`src/rtl/mfr_pkg.sv`:
```
package mfr_pkg;
  localparam int W    = 283;
  localparam int IN_W = 2 * W;
  localparam int NFLD = 3;

  // per-field modulus: x^M + x^K1 (+ x^K2 + x^K3 when PENTA) + 1
  localparam int FLD_M     [NFLD] = '{163, 233, 283};
  localparam int FLD_K1    [NFLD] = '{7, 74, 12};
  localparam int FLD_K2    [NFLD] = '{6, 0, 7};
  localparam int FLD_K3    [NFLD] = '{3, 0, 5};
  localparam bit FLD_PENTA [NFLD] = '{1'b1, 1'b0, 1'b1};

  typedef enum logic [1:0] {
    FSEL_163 = 2'd0,
    FSEL_233 = 2'd1,
    FSEL_283 = 2'd2,
    FSEL_BAD = 2'd3
  } fsel_e;
endpackage

```
`src/rtl/mfr_fold_red.sv`:
```
module mfr_fold_red #(
  parameter int W     = 283,
  parameter int M     = 163,
  parameter int K1    = 7,
  parameter int K2    = 6,
  parameter int K3    = 3,
  parameter bit PENTA = 1'b1
) (
  input  logic [2*W-1:0] prod_i,
  output logic [W-1:0]   rem_o
);
  localparam int CW = 2 * M;
  localparam logic [CW-1:0] LO_MASK = {{M{1'b0}}, {M{1'b1}}};

  // one fold: lo ^ hi*(x^K1 [+ x^K2 + x^K3] + 1)
  function automatic logic [CW-1:0] fold(input logic [CW-1:0] v);
    logic [CW-1:0] hi, r;
    hi = v >> M;
    r  = (v & LO_MASK) ^ hi ^ (hi << K1);
    if (PENTA) r = r ^ (hi << K2) ^ (hi << K3);
    return r;
  endfunction

  logic [CW-1:0] c, t1, t2;

  always_comb begin
    c          = '0;
    c[CW-2:0]  = prod_i[CW-2:0];  // bits >= 2M-1 dropped
    t1         = fold(c);
    t2         = fold(t1);
    rem_o      = '0;
    rem_o[M-1:0] = t2[M-1:0];
  end
endmodule

```
`src/rtl/mfr_sel_mux.sv`:
```
module mfr_sel_mux
  import mfr_pkg::*;
(
  input  logic [NFLD-1:0][W-1:0] cand_i,
  input  logic [1:0]             fsel_i,
  output logic [W-1:0]           res_o,
  output logic                   err_o
);
  always_comb begin
    res_o = '0;
    err_o = 1'b0;
    unique case (fsel_e'(fsel_i))
      FSEL_163: res_o = cand_i[0];
      FSEL_233: res_o = cand_i[1];
      FSEL_283: res_o = cand_i[2];
      default:  err_o = 1'b1;
    endcase
  end
endmodule

```
`src/rtl/multi_field_reducer.sv`:
```
module multi_field_reducer
  import mfr_pkg::*;
(
  input  logic            clk_i,
  input  logic            rst_ni,
  input  logic            in_valid_i,
  input  logic [1:0]      field_sel_i,
  input  logic [IN_W-1:0] prod_i,
  output logic            out_valid_o,
  output logic [W-1:0]    result_o,
  output logic            sel_err_o
);
  logic [NFLD-1:0][W-1:0] cand;
  logic [W-1:0]           mux_res;
  logic                   mux_err;

  for (genvar gi = 0; gi < NFLD; gi++) begin : g_fld
    logic [W-1:0] rem;
    mfr_fold_red #(
      .W(W), .M(FLD_M[gi]), .K1(FLD_K1[gi]), .K2(FLD_K2[gi]),
      .K3(FLD_K3[gi]), .PENTA(FLD_PENTA[gi])
    ) u_red (
      .prod_i(prod_i),
      .rem_o (rem)
    );
    assign cand[gi] = rem;
  end

  mfr_sel_mux u_mux (
    .cand_i(cand),
    .fsel_i(field_sel_i),
    .res_o (mux_res),
    .err_o (mux_err)
  );

  always_ff @(posedge clk_i or negedge rst_ni) begin
    if (!rst_ni) begin
      out_valid_o <= 1'b0;
      result_o    <= '0;
      sel_err_o   <= 1'b0;
    end else begin
      out_valid_o <= in_valid_i;
      if (in_valid_i) begin
        result_o  <= mux_res;
        sel_err_o <= mux_err;
      end
    end
  end
endmodule

```
`config.mk`:
```
export PLATFORM = sky130hd
export DESIGN_NAME = multi_field_reducer
export DESIGN_NICKNAME = d
export VERILOG_FILES = /design/src/rtl/mfr_pkg.sv /design/src/rtl/mfr_fold_red.sv /design/src/rtl/mfr_sel_mux.sv /design/src/rtl/multi_field_reducer.sv
export SDC_FILE = /design/constraint.sdc
export NUM_CORES = 2
export LEC_CHECK = 0
export CAP_MARGIN = 25
export CORE_AREA = 2 2 330 332
export CTS_CLUSTER_SIZE = 40
export DETAILED_ROUTE_END_ITERATION = 10
export DIE_AREA = 0 0 332 334
export SLEW_MARGIN = 20
export SYNTH_ARGS = -nofsm -noshare
export SYNTH_HDL_FRONTEND = slang
export SYNTH_SLANG_ARGS = --single-unit
```
`constraint.sdc`:
```
create_clock -name clk_i -period 2.05 [get_ports clk_i]
set_input_delay 0.615 -clock clk_i [delete_from_list [all_inputs] [get_ports clk_i]]
set_output_delay 0.615 -clock clk_i [all_outputs]
set_load 0.01 [all_outputs]
```
---- Yosys cells after proc, flatten, opt, wreduce, memory -nomap -nowiden ----
Cells that the tools add are included.
word-level totals
  register bits ........................... 285
  input port bits ......................... 571
  output and inout port bits .............. 285
  word-level logic and storage cells ...... 29
cells by class
  equality and inequality tests ........... 2
  multiplexer cells ....................... 2
  bitwise gates (word level) .............. 20
  reductions and logical operators ........ 2
operator list
  kind                                                                   number
  283-bit XOR                                                            4
  283-bit case mux with 3 select lines                                   1
  163-bit XOR                                                            4
  566-bit by 287-bit XOR with 566-bit output                             1
  566-bit by 289-bit XOR with 566-bit output                             1
  566-bit by 294-bit XOR with 566-bit output                             1
  326-bit by 165-bit XOR with 326-bit output                             1
  326-bit by 168-bit XOR with 326-bit output                             1
  326-bit by 169-bit XOR with 326-bit output                             1
  233-bit by 306-bit XOR with 306-bit output                             1
  283-bit by 282-bit XOR with 283-bit output                             1
  233-bit by 147-bit XOR with 233-bit output                             1
  233-bit by 232-bit XOR with 233-bit output                             1
  233-bit XOR                                                            1
  163-bit by 162-bit XOR with 163-bit output                             1
  3-bit OR reduction                                                     1
  2-bit by 1-bit equality test with 1-bit output, second input constant  1
  2-bit equality test, second input constant                             1
  2-bit zero test                                                        1
  1-bit two-way mux                                                      1

---- Depth between registers and ports, before layout ----
  depth in word-level cells ............... 9
  mapped depth ............................ 8
  gate-level depth less buffers ........... 5

---- Modules after synthesis ----
A second synthesis with hierarchy kept.
unflattened totals
  cell total of the unflattened synthesis .. 3245
  area, all modules ....................... 38936.1 µm²
modules (own cells, without submodules)
  module                          instances  cells each  area an instance (µm²)  seq. area each (µm²)
  multi_field_reducer             1          601         11703.7                 7131.8
  mfr_fold_red at g_fld[2].u_red  1          926         8171.6                  0.0
  mfr_sel_mux                     1          664         7747.4                  0.0
  mfr_fold_red at g_fld[0].u_red  1          539         6870.3                  0.0
  mfr_fold_red at g_fld[1].u_red  1          515         4443.0                  0.0

---- Least setup slack after synthesis ----
No wires, ideal clock.
  path kind ............................... input to register
  start point ............................. in prod_i[289]
  end point ............................... reg result_o[13]
  library setup time ...................... 0.077 ns
  arrival time ............................ 1.853 ns
  data required time ...................... 1.973 ns
  slack ................................... 0.120 ns
  stages .................................. 5
  buffers on the path ..................... 1
  path through ............................ buf_2 > xor2_1 > xor3_1 > a211o_1 > a21oi_1
between the ends
  longest elaborated chain between the ends .. 7
ends and longest elaborated chain
  element                                     line                       text
  from (decl)                                 multi_field_reducer.sv:8   input logic [IN_W-1:0] prod_i,
  566-bit by 289-bit XOR with 566-bit output  mfr_fold_red.sv:20         if (PENTA) r = r ^ (hi << K2) ^ (hi << K3);
  566-bit by 287-bit XOR with 566-bit output  mfr_fold_red.sv:20
  283-bit XOR (2 in series)                   mfr_fold_red.sv:19         r = (v & LO_MASK) ^ hi ^ (hi << K1);
  283-bit XOR (2 in series)                   mfr_fold_red.sv:20
  283-bit case mux with 3 select lines        mfr_sel_mux.sv:12          unique case (fsel_e'(fsel_i))
  to (signal assigned)                        multi_field_reducer.sv:44  result_o <= mux_res;
  to (decl)                                   multi_field_reducer.sv:10  output logic [W-1:0] result_o,
No other way between the ends.
A chain may end at the register's enable or synchronous reset.

---- Final worst setup path ----
  start point ............................. in prod_i[350]
  end point ............................... reg result_o[72]
between the ends
  longest elaborated chain between the ends .. 6
ends and longest elaborated chain
  element                                     line
  566-bit by 287-bit XOR with 566-bit output  mfr_fold_red.sv:20
  283-bit XOR (2 in series)                   mfr_fold_red.sv:19
  283-bit XOR (2 in series)                   mfr_fold_red.sv:20
  283-bit case mux with 3 select lines        mfr_sel_mux.sv:12
No other way between the ends.

==> metrics.md <==
| Metric | Value |
|---|---|
| PwrDens | 632.3 mW/mm² |
| Number of port buffers | 854 |
| Clk sinks | 285 |
| ANT nets after route | 0 |
| WP data required | 2540 ps |
| Slew @ Worst Pin | 686.3 ps |
| Power, Total | 33830 µW |
| Final period utilization | 102.1% |
| Max-cap viol count | 0 |
| Slew Limit Headroom | 54.10% |
| Hold Path Class | in2reg |
| Flop and latch count out of synthesis | 285 |
| Leakage power | 0.02311 µW |
| TritonCTS clock tree | done |
| Nets | 5746 |
| Vias per cell | 5.161 |
| CP Capture Point | result_o[72]$_DFFE_PN0P_ |
| EDFF count, synth | 0 |
| Die area | 0.1109 mm² |
| Antenna violations before repair | 22 |
| Synth cell types | 42 |
| DR pass1 iterations | 6 |
| Vias in the first global route | 33660 |
| Post-synthesis sequential area ratio | 22.78% |
| Ys flop type | dfrtp_1 |
| Clock Latency Late Sink | 620 ps |
| Area growth from synthesis to layout | 70.87% |
| CP startpoint kind | primary input |
| Initial DRC count | 3884 |
| Die W | 332 µm |
| Post-synth top area share | 39.25% |
| Worst R2R Start | result_o[138]$_DFFE_PN0P_ |
| Num CTS Buffers | 42 |
| Async set-reset flop share out of synthesis | 100.0% |
| Critical path arrival | 2580 ps |
| Post-synthesis cell area | 0.03131 mm² |
| Clock Path Buffers | 3 |
| Syn Nets | 3944 |
| Worst IR Drop VDD | 0.4378 mV |
| Final setup margin | -43.02 ps |
| R2R depth | 1 |
| Beginning of the critical path | prod_i[350] |
| Worst R2R Setup Slack | 1080 ps |
| DR WL/cell | 34.11 µm |
| All-layer global routing usage | 39.57% |
| CTS clk-pin slew, worst paths | 60 ps |
| Critical R2R Capture | result_o[138]$_DFFE_PN0P_ |
| Fraction of layout cells with a size suffix above 1 | 27.61% |
| Critical-path maximum fanout | 2 |
| Largest net degree at the start of global routing | 53 |
| Synth Warn # | 0 |
| Final Skew | 0 ps |
| Post-DP Area | 0.05196 mm² |
| Failing checks | negative setup slack |
| Vias | 34260 |
| Rows | 121 |
| Critical path class | in2reg |
| Clock root buffer | clkbuf_16 |
| IO Pins | 856 |
| Cell taking the most area after synthesis | xnor2_1 |
| Global route overflow | 0 |
| Max-slew violations | 0 |
| Ranking of synthesized cells by area | xnor2_1, dfrtp_1, xor2_1 |
| Fmax | 0.4778 GHz |
| H-tree lvl count | 2 |
| First-pass GRT wire length | 297200 µm |
| Worst Setup End Kind | flip-flop |
| RSZ-0062 raised after global routing | no |
| CORE AREA | 0.1078 mm² |
| Fin. Hold Viols | 0 |
| Initial Util | 29.05% |
| Syn Area/Cell | 9.282 µm² |
| Gpl congestion | 1.046 |
| Post-route cell area | 0.05350 mm² |
| Endpoints failing setup | 3 |
| DP Wirelength | 194200 µm |
| Final WL | 226400 µm |
| Status | finished, violations left |
| Die Ht | 334 µm |
| Post-Syn Instances | 3373 |
| Drt drc | 0 |
| Crit path time final | 2093 ps |
-- placed cells by master, fill, tap and decap left out, types with 11 or more instances in the layout --
master | synthesis | final
diode_2 | 0 | 20
xnor3_1 | 80 | 80
xor2_2 | 7 | 13
o21ai_0 | 70 | 69
buf_12 | 0 | 194
o221ai_1 | 53 | 53
xor2_1 | 295 | 288
buf_4 | 14 | 1090
dfrtp_1 | 285 | 280
mux2i_1 | 51 | 50
xnor2_2 | 8 | 35
a22oi_1 | 48 | 48
nand2_1 | 102 | 101
dlygate4sd2_1 | 0 | 284
nor2_1 | 272 | 269
a31oi_1 | 11 | 11
a221oi_1 | 80 | 76
a22o_1 | 42 | 42
clkbuf_8 | 0 | 12
a21oi_1 | 82 | 82
clkbuf_16 | 0 | 45
a221o_1 | 33 | 33
clkdlybuf4s50_1 | 0 | 560
xnor2_1 | 1403 | 1372
-- cell families (layout without fill, tap and decap cells) --
kind of cell	after synthesis	in the layout	share of synthesized area [%]
multiplexers	54	54	1.738
other	0	20	0
flip-flops	285	285	22.78
AND/OR/NAND/NOR	392	392	4.836
AO/OA/AOI/OAI	457	457	10.72
XOR/XNOR	1796	1796	54.26
buffers and inverters	389	2221	5.663
-- repair_timing --
item                                   in CTS  in global routing
setup endpoints to repair                 308                 30
hold buffers                                1                  0
setup buffers                               4                  0
pin swaps                                   0                  0
endpoints found under the hold margin      22                  0
gates resized for setup                   319                 31
-- final cells by class --
class                   count  area (µm²)
multi-input cells        2699       22810
diodes                     20       50.05
flip-flops and latches    285        7138
repair buffers           2139       20280
well taps                1414        1769
clock inverters            12       110.1
fillers                 10420       54300
inverters                   8       37.54
clock buffers              62        1310
-- metrics by stage --
step / setup TNS, ps / utilization [%] / hold WS [ps] / cells / setup slack, ps
final: -70.35 / 49.63 / 390.8 / 6639 / -43.02
after detailed placement: -114170 / 48.21 / 477.0 / 6540 / -919.5
after floorplan: 0 / - / 319.4 / 3373 / 119.5
after global routing: 0 / 49.61 / 399.5 / 6630 / 2.368
after global placement: -111590 / 48.21 / 469.0 / 6540 / -936.0
after CTS: 0 / 49.38 / 383.4 / 6619 / 1.203
-- worst max-delay path: stages --
cell and delay, ps:
clkdlybuf4s50_1 540, xnor2_1 500, buf_4 210, xnor2_1 270
xnor2_1 130, a21oi_1 180, o221ai_1 140
-- cells in the mapped netlist, types with 9 or more instances --
master and count:
xnor2_1 1403, xor2_1 295, dfrtp_1 285, nor2_1 272
buf_2 193, clkbuf_1 152, nand2_1 102, a21oi_1 82
a221oi_1 80, xnor3_1 80, o21ai_0 70, o221ai_1 53
mux2i_1 51, a22oi_1 48, a22o_1 42, a221o_1 33
buf_4 14, buf_1 12, a31oi_1 11, nor2b_1 10
clkbuf_2 9
-- flip-flops by register name, summed over array words and instances, names as in the netlist --
signal	flops
sel_err_o	1
result_o	283
out_valid_o	1
-- power by group --
part           internal [µW]  total [µW]  switching [µW]
Sequential              6520        7220             705
Combinational           9300       18600            9310
Clock                   4640        8000            3350
-- worst min-delay path by stage --
stage	from	depth (start not counted)	slack [ps]	to
after detailed placement	result_o[274]$_DFFE_PN0P_	1	480	result_o[274]$_DFFE_PN0P_
after global placement	result_o[2]$_DFFE_PN0P_	1	470	result_o[2]$_DFFE_PN0P_
after global routing	in_valid_i	2	400	out_valid_o$_DFF_PN0_
after CTS	in_valid_i	2	380	out_valid_o$_DFF_PN0_
after floorplan	rst_ni	0	320	out_valid_o$_DFF_PN0_
final	in_valid_i	2	390	out_valid_o$_DFF_PN0_
-- per-layer routing --
layer / global-route usage [%] / up-vias / part of all wire [%]
met5: 0 / - / 0.030
met4: 24.93 / 10 / 7.6
met3: 8.808 / 558 / 9.3
met2: 63.12 / 2148 / 45
met1: 48.36 / 16980 / 38
li1: - / 14560 / -
(Power assumes the default switching activity.)
